**config.mk**
```make
export PLATFORM = sky130hd
export DESIGN_NAME = serial_trim_bank
export DESIGN_NICKNAME = d
export VERILOG_FILES = /design/src/rtl/trim_pkg.sv /design/src/rtl/trim_sync_edge.sv /design/src/rtl/trim_shift_chain.sv /design/src/rtl/trim_preset_ctrl.sv /design/src/rtl/trim_channel_bank.sv /design/src/rtl/serial_trim_bank.sv
export SDC_FILE = /design/constraint.sdc
export NUM_CORES = 1
export LEC_CHECK = 0
export BUFFER_PORTS_ARGS = -buffer_cell sky130_fd_sc_hd__buf_2
export CORE_UTILIZATION = 54
export DETAILED_ROUTE_END_ITERATION = 8
export PLACE_DENSITY = 0.91
export SETUP_SLACK_MARGIN = 0.5
export SKIP_LAST_GASP = 1
export SLEW_MARGIN = 10
export SYNTH_ARGS = -nofsm -noshare
export SYNTH_HDL_FRONTEND = slang
export SYNTH_SLANG_ARGS = --single-unit
```
**constraint.sdc**
```tcl
create_clock -name clk -period 2.6 [get_ports clk]
set_input_delay 0.13 -clock clk [delete_from_list [all_inputs] [get_ports clk]]
set_output_delay 0.13 -clock clk [all_outputs]
set_load 0.02 [all_outputs]
```
**src/rtl/trim_pkg.sv**
```systemverilog
package trim_pkg;

    localparam int DEF_ADDR_W  = 4;
    localparam int DEF_DATA_W  = 8;
    localparam int DEF_N_CH    = 8;
    localparam int DEF_SYNC    = 2;

    // Synchronized serial-port controls after edge detection
    typedef struct packed {
        logic din;
        logic clk_rise;
        logic load_lvl;
        logic load_rise;
    } ser_ctl_t;

    typedef enum logic [1:0] {
        OP_IDLE    = 2'd0,
        OP_SHIFT   = 2'd1,
        OP_LOAD    = 2'd2,
        OP_BLOCKED = 2'd3
    } ser_op_t;

    // Channel slot for an address code, or -1 for a no-operation code
    function automatic int slot_of(input int code, input int n_ch);
        if (code >= 1 && code <= n_ch)
            return code - 1;
        return -1;
    endfunction

    function automatic ser_op_t classify(input ser_ctl_t c);
        if (c.load_rise)
            return OP_LOAD;
        if (c.clk_rise && c.load_lvl)
            return OP_BLOCKED;
        if (c.clk_rise)
            return OP_SHIFT;
        return OP_IDLE;
    endfunction

endpackage

```
**src/rtl/trim_sync_edge.sv**
```systemverilog
module trim_sync_edge #(
    parameter int W      = 3,
    parameter int STAGES = 2
) (
    input  logic         clk,
    input  logic         rst,
    input  logic [W-1:0] async_in,
    output logic [W-1:0] lvl,
    output logic [W-1:0] rise
);
    logic [STAGES-1:0][W-1:0] pipe_q;
    logic [W-1:0]             prev_q;

    always_ff @(posedge clk) begin
        if (rst) begin
            pipe_q <= '0;
            prev_q <= '0;
        end else begin
            pipe_q[0] <= async_in;
            for (int s = 1; s < STAGES; s++)
                pipe_q[s] <= pipe_q[s-1];
            prev_q <= pipe_q[STAGES-1];
        end
    end

    assign lvl  = pipe_q[STAGES-1];
    assign rise = pipe_q[STAGES-1] & ~prev_q;
endmodule

```
**src/rtl/trim_shift_chain.sv**
```systemverilog
module trim_shift_chain #(
    parameter int LEN = 12
) (
    input  logic           clk,
    input  logic           rst,
    input  logic           shift_en,
    input  logic           din,
    output logic [LEN-1:0] stages,
    output logic           dout
);
    logic [LEN-1:0] sr_q;

    always_ff @(posedge clk) begin
        if (rst)
            sr_q <= '0;
        else if (shift_en)
            sr_q <= {sr_q[LEN-2:0], din};
    end

    assign stages = sr_q;
    assign dout   = sr_q[LEN-1];
endmodule

```
**src/rtl/trim_preset_ctrl.sv**
```systemverilog
module trim_preset_ctrl #(
    parameter int STAGES = 2
) (
    input  logic clk,
    input  logic rst,
    input  logic preset_n,
    output logic preset_act
);
    logic [STAGES-1:0] hold_q;

    // Asserts at once when preset_n falls, releases after STAGES clocks
    always_ff @(posedge clk or negedge preset_n) begin
        if (!preset_n)
            hold_q <= '1;
        else if (rst)
            hold_q <= '0;
        else
            hold_q <= {hold_q[STAGES-2:0], 1'b0};
    end

    assign preset_act = hold_q[STAGES-1];
endmodule

```
**src/rtl/trim_channel_bank.sv**
```systemverilog
module trim_channel_bank #(
    parameter int N_CH   = 8,
    parameter int DATA_W = 8,
    parameter int SEL_W  = 3
) (
    input  logic                   clk,
    input  logic                   rst,
    input  logic                   preset_act,
    input  logic                   wr_en,
    input  logic [SEL_W-1:0]       wr_sel,
    input  logic [DATA_W-1:0]      wr_data,
    output logic [N_CH*DATA_W-1:0] ch_flat
);
    localparam logic [DATA_W-1:0] MID = {1'b1, {(DATA_W-1){1'b0}}};

    for (genvar i = 0; i < N_CH; i++) begin : g_ch
        logic [DATA_W-1:0] ch_q;

        always_ff @(posedge clk or posedge preset_act) begin
            if (preset_act)
                ch_q <= MID;
            else if (rst)
                ch_q <= MID;
            else if (wr_en && wr_sel == SEL_W'(i))
                ch_q <= wr_data;
        end

        assign ch_flat[i*DATA_W +: DATA_W] = ch_q;
    end
endmodule

```
**src/rtl/serial_trim_bank.sv**
```systemverilog
module serial_trim_bank
    import trim_pkg::*;
#(
    parameter int ADDR_W = DEF_ADDR_W,
    parameter int DATA_W = DEF_DATA_W,
    parameter int N_CH   = DEF_N_CH,
    parameter int SYNC   = DEF_SYNC
) (
    input  logic                   clk,
    input  logic                   rst,
    input  logic                   ser_clk,
    input  logic                   ser_din,
    input  logic                   ser_load,
    input  logic                   preset_n,
    output logic                   ser_dout,
    output logic [N_CH*DATA_W-1:0] ch_value
);
    localparam int FRAME_W = ADDR_W + DATA_W;
    localparam int SEL_W   = (N_CH > 1) ? $clog2(N_CH) : 1;

    logic [2:0]         s_lvl;
    logic [2:0]         s_rise;
    ser_ctl_t           ctl;
    ser_op_t            op;
    logic               shift_pulse;
    logic               load_pulse;
    logic               load_lvl;
    logic               preset_act;
    logic [FRAME_W-1:0] sr_q;
    logic [ADDR_W-1:0]  addr_f;
    logic [DATA_W-1:0]  data_f;
    int                 slot;
    logic               wr_en;
    logic [SEL_W-1:0]   wr_sel;

    // bit 2: data, bit 1: serial clock, bit 0: load strobe
    trim_sync_edge #(.W(3), .STAGES(SYNC)) u_sync (
        .clk      (clk),
        .rst      (rst),
        .async_in ({ser_din, ser_clk, ser_load}),
        .lvl      (s_lvl),
        .rise     (s_rise)
    );

    always_comb begin
        ctl.din       = s_lvl[2];
        ctl.clk_rise  = s_rise[1];
        ctl.load_lvl  = s_lvl[0];
        ctl.load_rise = s_rise[0];
        op            = classify(ctl);
    end

    assign shift_pulse = (op == OP_SHIFT);
    assign load_pulse  = (op == OP_LOAD);
    assign load_lvl    = ctl.load_lvl;

    trim_shift_chain #(.LEN(FRAME_W)) u_chain (
        .clk      (clk),
        .rst      (rst),
        .shift_en (shift_pulse),
        .din      (ctl.din),
        .stages   (sr_q),
        .dout     (ser_dout)
    );

    trim_preset_ctrl #(.STAGES(SYNC)) u_preset (
        .clk        (clk),
        .rst        (rst),
        .preset_n   (preset_n),
        .preset_act (preset_act)
    );

    always_comb begin
        addr_f = sr_q[FRAME_W-1 -: ADDR_W];
        data_f = sr_q[DATA_W-1:0];
        slot   = slot_of(int'(addr_f), N_CH);
        wr_en  = load_pulse && (slot >= 0);
        wr_sel = (slot >= 0) ? SEL_W'(slot) : '0;
    end

    trim_channel_bank #(.N_CH(N_CH), .DATA_W(DATA_W), .SEL_W(SEL_W)) u_bank (
        .clk        (clk),
        .rst        (rst),
        .preset_act (preset_act),
        .wr_en      (wr_en),
        .wr_sel     (wr_sel),
        .wr_data    (data_f),
        .ch_flat    (ch_value)
    );
endmodule

```
==> results_dict.tcl, run 1 <==
set metrics [dict create \
    port-buffer-count 70 \
    gp_congestion 1.008 \
    grt_pass1_wl_um 12720 \
    initialDrtViolationCount 188 \
    fin_worst_skew_ns 0.009428 \
    antenna_found_initial 0 \
    dieHeight_um 82.86 \
    timing.hold.ws_ns 0.1730 \
    crit_path_end_kind "flip-flop" \
    syn_inst 305 \
    insertion_delay_ns 0.36 \
    grt_remaining_overflow 0 \
    hpwl_um 4934 \
    vias 2576 \
    h-tree-depth 3 \
    syn_area_um2 3531 \
    hp-start "rst" \
    die_w_um 82.86 \
    timing.max_cap.violations 0 \
    multiInputGateArea_um2 1406 \
    fin_crit_sh_pct 77.88 \
    rows 29 \
    core_area_um2 6314 \
    rsz0062_at_grt "no" \
    ys_seq_elements 86 \
    worst_slew_margin_rel_pct 52.05 \
    cts.path.max_buffers 2 \
    syn-num-nets 313 \
    ys_seq_area_share_pct 58.47 \
    fill_cells 502 \
    grt_pass1_vias 2532 \
    timing.rr.start "u_chain.stages[8]" \
    final_common_cell "buf_2" \
    drc 0 \
    die_area_um2 6866 \
    report.final.slew_viol_count 0 \
    numCtsBuffers 9 \
    hp-class "primary input to flip-flop" \
    startpoint "u_chain.stages[8]" \
    cts_setup_buffers 0 \
    syn_to_final_growth_pct 19.38 \
    nets 390 \
    via_per_inst 5.552 \
    ys_types 33 \
    cts.sinks 86 \
    outcome "finished, final reports clean" \
    leakage_nw 2.013 \
    powerDensity_nw_per_um2 549.9 \
    yosysWarnings 0 \
    drive_gt1_share_pct 31.01 \
    antenna_cells 0 \
    criticalPathCategory "flip-flop to flip-flop" \
    clk_pin_slew_ns 0.08 \
    setup_tns_ns 0 \
    grt_max_degree 52 \
    firstDrtPassIters 4 \
    cp_max_fo 8 \
    grt_use_total_pct 23.82 \
    required_ns 2.83 \
    final-hold-violation-count 0 \
    root_buffer "clkbuf_8" \
    syn_area_per_cell_um2 11.58 \
    worst_pin_slew_ns 0.7182 \
    final_cell_mix "buf_2 (70), dfrtp_1 (56), mux2i_1 (40)" \
    layout.area.seq_um2 2066 \
    ir_worst_vdd_v 0.0003529 \
    routedWlPerCell_um 16.79 \
    fmax_mhz 493.8 \
    critical_path_arrival_ns 2.26 \
    io_pins 71 \
    ant_nets 0 \
    setup_viol 0 \
    cts_tree "yes" \
    worstSetupStartpointType "flip-flop" \
    fin_crit_ns 2.025 \
    routed_wl_um 7789 \
    start_util_pct 55.93 \
]
metal layers:
layer	routed length (µm)	GRT usage (%)	part of all wire, %
met5	0	0	0
met4	190	11.76	2.4
met3	368	5.368	4.7
met2	3673	36.74	47
met1	3557	31.94	46
worst max-delay path, stage by stage, from the launching register on:
cell and delay, ns:
dfxtp_2 0.41, inv_2 0.11, ha_2 0.36, nor3b_4 0.26, or4b_4 0.56, nand3b_1 0.15
o21ai_2 0.06
final timing paths:
check,endpoint,slack (ns),cells past startpoint
min reg2reg,u_bank.g_ch[7].ch_q[3],0.37,1
max reg2reg,u_bank.g_ch[2].ch_q[4],0.58,6
min in group asynchronous,u_preset.hold_q[0],0.24,2
max in group asynchronous,u_bank.g_ch[3].ch_q[7],1.42,2
max,u_bank.g_ch[2].ch_q[4],0.58,6
min,u_chain.stages[7],0.17,2
flip-flops by register name, indices dropped and copies added, names as in the netlist:
name              cells
u_bank.g_ch.ch_q     64
u_chain.stages       12
u_preset.hold_q       2
u_sync.lvl            3
u_sync.pipe_q         3
u_sync.prev_q         2
where the power goes:
| group | internal, mW | switching (mW) |
|---|---|---|
| logic | 0.0306 | 0.0478 |
| clock network | 0.446 | 0.450 |
| registers | 1.34 | 0.00370 |
per-stage QoR:
step	power [mW]	setup WS (ns)	util (%)	cells	instance area, µm²
floorplan	1.423	0.5842	-	305	3531
global route	2.391	0.5055	66.77	464	4215
finish	2.318	0.5750	66.77	464	4215
detailed placement	1.444	0.2812	62.70	443	3959
CTS	2.324	0.5020	66.29	463	4185
global placement	1.442	0.3868	62.70	443	3959
cells in the mapped netlist:
library cell | instances | share of area (%)
dfxtp_1 | 20 | 11
o21ai_2 | 7 | 1.7
nor2b_1 | 10 | 1.8
o2111ai_1 | 1 | 0.25
o21bai_1 | 1 | 0.21
o211ai_1 | 1 | 0.21
nor4_4 | 1 | 0.60
nand2b_1 | 21 | 3.7
dfrtp_1 | 56 | 40
conb_1 | 1 | 0.11
buf_6 | 1 | 0.32
buf_2 | 5 | 0.71
nor2_1 | 35 | 3.7
o21ai_1 | 1 | 0.14
clkbuf_1 | 10 | 1.1
or4b_1 | 1 | 0.28
a21oi_1 | 8 | 1.1
o21ai_0 | 22 | 3.1
inv_2 | 1 | 0.11
nand3b_1 | 30 | 6.4
buf_4 | 1 | 0.21
and3b_1 | 1 | 0.25
dfstp_2 | 10 | 7.4
o2111a_1 | 1 | 0.32
clkbuf_2 | 1 | 0.14
mux2i_1 | 40 | 11
nor3b_2 | 3 | 1.1
inv_1 | 2 | 0.21
xor2_1 | 1 | 0.25
nor3_1 | 7 | 0.99
nor4b_1 | 1 | 0.25
nand2_1 | 2 | 0.21
ha_1 | 2 | 0.71
cell families (layout without fill, tap and decap cells):
group,Yosys count,in the layout,synth area share [%]
adders and majority gates,2,2,0.7086
muxes,40,40,11.34
and+or+nand+nor,112,113,19.24
buffers and inverters,21,102,2.764
xor gates and xnor gates,1,1,0.2481
DFF,86,86,58.47
AOI/OAI and AO/OA,42,42,7.123
other,1,1,0.1062
what timing repair did:
action	4_1_cts	5_1_grt
hold buffers	4	0
setup endpoints to repair	20	29
pin swaps	0	0
hold endpoints to repair	5	0
resized for setup	3	5
cloned	0	1
final cells by class:
class / count / share of cell area (%)
Inverter: 3 / 0.2671
Clock buffer: 14 / 3.384
Multi-Input combinational cell: 199 / 33.36
Tap cell: 77 / 2.286
Clock inverter: 2 / 0.8311
Timing Repair Buffer: 83 / 10.86
Sequential cell: 86 / 49.01
Power figures use the tool's default switching activity.
==> inputs of run 2 (changes only) <==
CORE_UTILIZATION = 49   (was 54)
PLACE_DENSITY = 0.87   (was 0.91)
clock period = 1.68 ns   (was 2.6 ns; I/O delays follow)
==> results_dict.tcl, run 2 (synthesized netlist as in run 1, its figures left out) <==
set metrics [dict create \
    powerDensity_nw_per_um2 776.3 \
    fin_worst_skew_ns 0.005784 \
    p_seq_share_pct 56.9 \
    outcome "finished, violations left" \
    power.share.clock_pct 39.2 \
    io_pins 71 \
    fin_crit_ns 1.813 \
    final_common_cell "buf_2" \
    report.final.slew_viol_count 0 \
    start_util_pct 51.40 \
    drc 0 \
    required_ns 1.91 \
    p_int_mw 2.857 \
    vias 2690 \
    antenna_cells 0 \
    setup_viol 38 \
    switchingPower_uw 794.0 \
    drive_gt1_share_pct 40.49 \
    leakage_nw 2.211 \
    root_buffer "clkbuf_8" \
    dp_worst_setup_slack_ns -0.09988 \
    rsz0062_at_grt "yes" \
    die_area_um2 7549 \
    setup_tns_ns -2.474 \
    grt_remaining_overflow 0 \
    cts_tree "yes" \
    timing.rr.start "u_chain.stages[8]" \
    fin_util_pct 68.47 \
    timing.max_cap.violations 0 \
    rows 30 \
    place_inst 474 \
    crit_path_end_kind "flip-flop" \
    fin_cells 506 \
    ir_worst_vdd_v 0.0004272 \
    gp_congestion 0.8688 \
    violations "setup timing" \
    ff2ff_path_depth 7 \
    port-buffer-count 70 \
    criticalPathCategory "flip-flop to flip-flop" \
    routed_wl_um 8539 \
    hpwl_um 5061 \
    comb_power_share_pct 3.9 \
    cpMaxStageDelayCell "or4b_4" \
    die_w_um 86.89 \
    final_cell_mix "buf_2 (68), dfrtp_1 (56), mux2i_1 (36)" \
    regToRegEndpoint "u_bank.g_ch[2].ch_q[0]" \
    fmax_mhz 551.6 \
    insertion_delay_ns 0.36 \
    nets 413 \
    cts.sinks 86 \
    final-hold-violation-count 0 \
    syn_to_final_growth_pct 33.20 \
    fin_crit_sh_pct 107.9 \
    antenna_found_initial 0 \
    cpPeakStageDelay_ns 0.54 \
    layout.area.seq_um2 2074 \
    clk_pin_slew_ns 0.08 \
    largest_register_ffs 64 \
    grt_pass1_vias 2683 \
    routedWlPerCell_um 16.88 \
    via_per_inst 5.316 \
    hp-class "primary input to flip-flop" \
    critical_path_arrival_ns 2.05 \
    timing.hold.ws_ns 0.09562 \
    setup_slack_ns -0.1330 \
    h-tree-depth 3 \
    firstDrtPassIters 4 \
    fill_cells 483 \
    largest_register "u_bank.g_ch.ch_q" \
    worstSetupStartpointType "flip-flop" \
    numCtsBuffers 9 \
    startpoint "u_chain.stages[8]" \
    grt_max_degree 59 \
    endpoint "u_bank.g_ch[2].ch_q[0]" \
    core_area_um2 6869 \
    ant_nets 0 \
    initialDrtViolationCount 129 \
    cp_max_fo 8 \
    grt_use_total_pct 23.68 \
    rrSetupSlack_ns -0.13 \
    dieHeight_um 86.89 \
    multiInputGateArea_um2 1518 \
    swShare_pct 21.75 \
    grt_pass1_wl_um 13300 \
    cts.path.max_buffers 2 \
    worstPathCellList "inv_4 -> ha_4 -> nor3b_4 -> or4b_4 -> buf_12 -> nand3b_1 -> o21ai_2" \
]
-- run 2: cell types whose count changed in the layout (fill, tap and decap cells not counted), moves of 3 or more --
cell	change
mux2i_1	-4
nor3_2	+3
buf_4	+8
o21ai_1	+13
o21ai_0	-13
dfxtp_1	-3
nor3_1	-5
a21oi_1	-3
buf_12	+5
clkbuf_1	-3
mux2i_2	+4
a21oi_2	+3
buf_6	+10
-- run 2: power by group through the flow --
stage	combinational, mW	sequential [mW]	clock (mW)
2_1_floorplan	0.0857	2.12	0
3_3_place_gp	0.121	2.12	0
3_5_place_dp	0.124	2.12	0
4_1_cts	0.133	2.08	1.45
5_1_grt	0.158	2.08	1.54
6_report	0.142	2.08	1.43
-- run 2: timing repair --
| item | CTS | global route |
|---|---|---|
| hold buffers | 4 | 0 |
| buffers inserted | 4 | 3 |
| gates cloned | 2 | 3 |
| setup endpoints to repair | 66 | 78 |
| pin swaps | 4 | 11 |
| endpoints found under the hold margin | 5 | 0 |
| gates resized for setup | 21 | 37 |
-- run 2: routing by layer --
layer,global-route usage [%],vias to the layer above,wire length (µm)
li1,-,1247,-
met1,29.69,1340,3686
met2,40.66,89,4250
met3,5.024,14,474
met4,8.182,0,128
met5,0,-,0
-- run 2: stage by stage --
stage,cell area [µm²],power (mW)
after floorplan,3590,2.205
after global placement,4160,2.242
after detailed placement,4160,2.245
after CTS,4551,3.665
after global routing,4703,3.781
final,4703,3.651
-- run 2: worst max-delay path, delay by kind of cell (launching register included) --
kind	cells	cell delay, ns
AO/OA/AOI/OAI	1	0.06
adder cells (fa/ha/maj)	1	0.24
buffers and inverters	2	0.20
flip-flops	1	0.36
AND/OR/NAND/NOR	3	0.83
-- run 2: area by class of cell --
cell class	count	area share (%)
Clock buffer	12	3.086
Inverter	3	0.3724
Multi-Input combinational cell	198	32.27
Sequential cell	86	44.11
Clock inverter	4	1.011
Timing Repair Buffer	107	16.60
Tap cell	96	2.554
-- run 2: how the worst min path moves through the flow --
stage / slack, ns / depth (start not counted) / end / startpoint
after floorplan: -0.06 / 0 / u_preset.hold_q[0] / preset_n
after global placement: 0.03 / 1 / u_preset.hold_q[0] / preset_n
after detailed placement: 0.04 / 1 / u_preset.hold_q[0] / preset_n
after CTS: 0.09 / 2 / u_chain.stages[1] / rst
after global routing: 0.11 / 2 / u_chain.stages[7] / rst
final: 0.1 / 2 / u_chain.stages[1] / rst
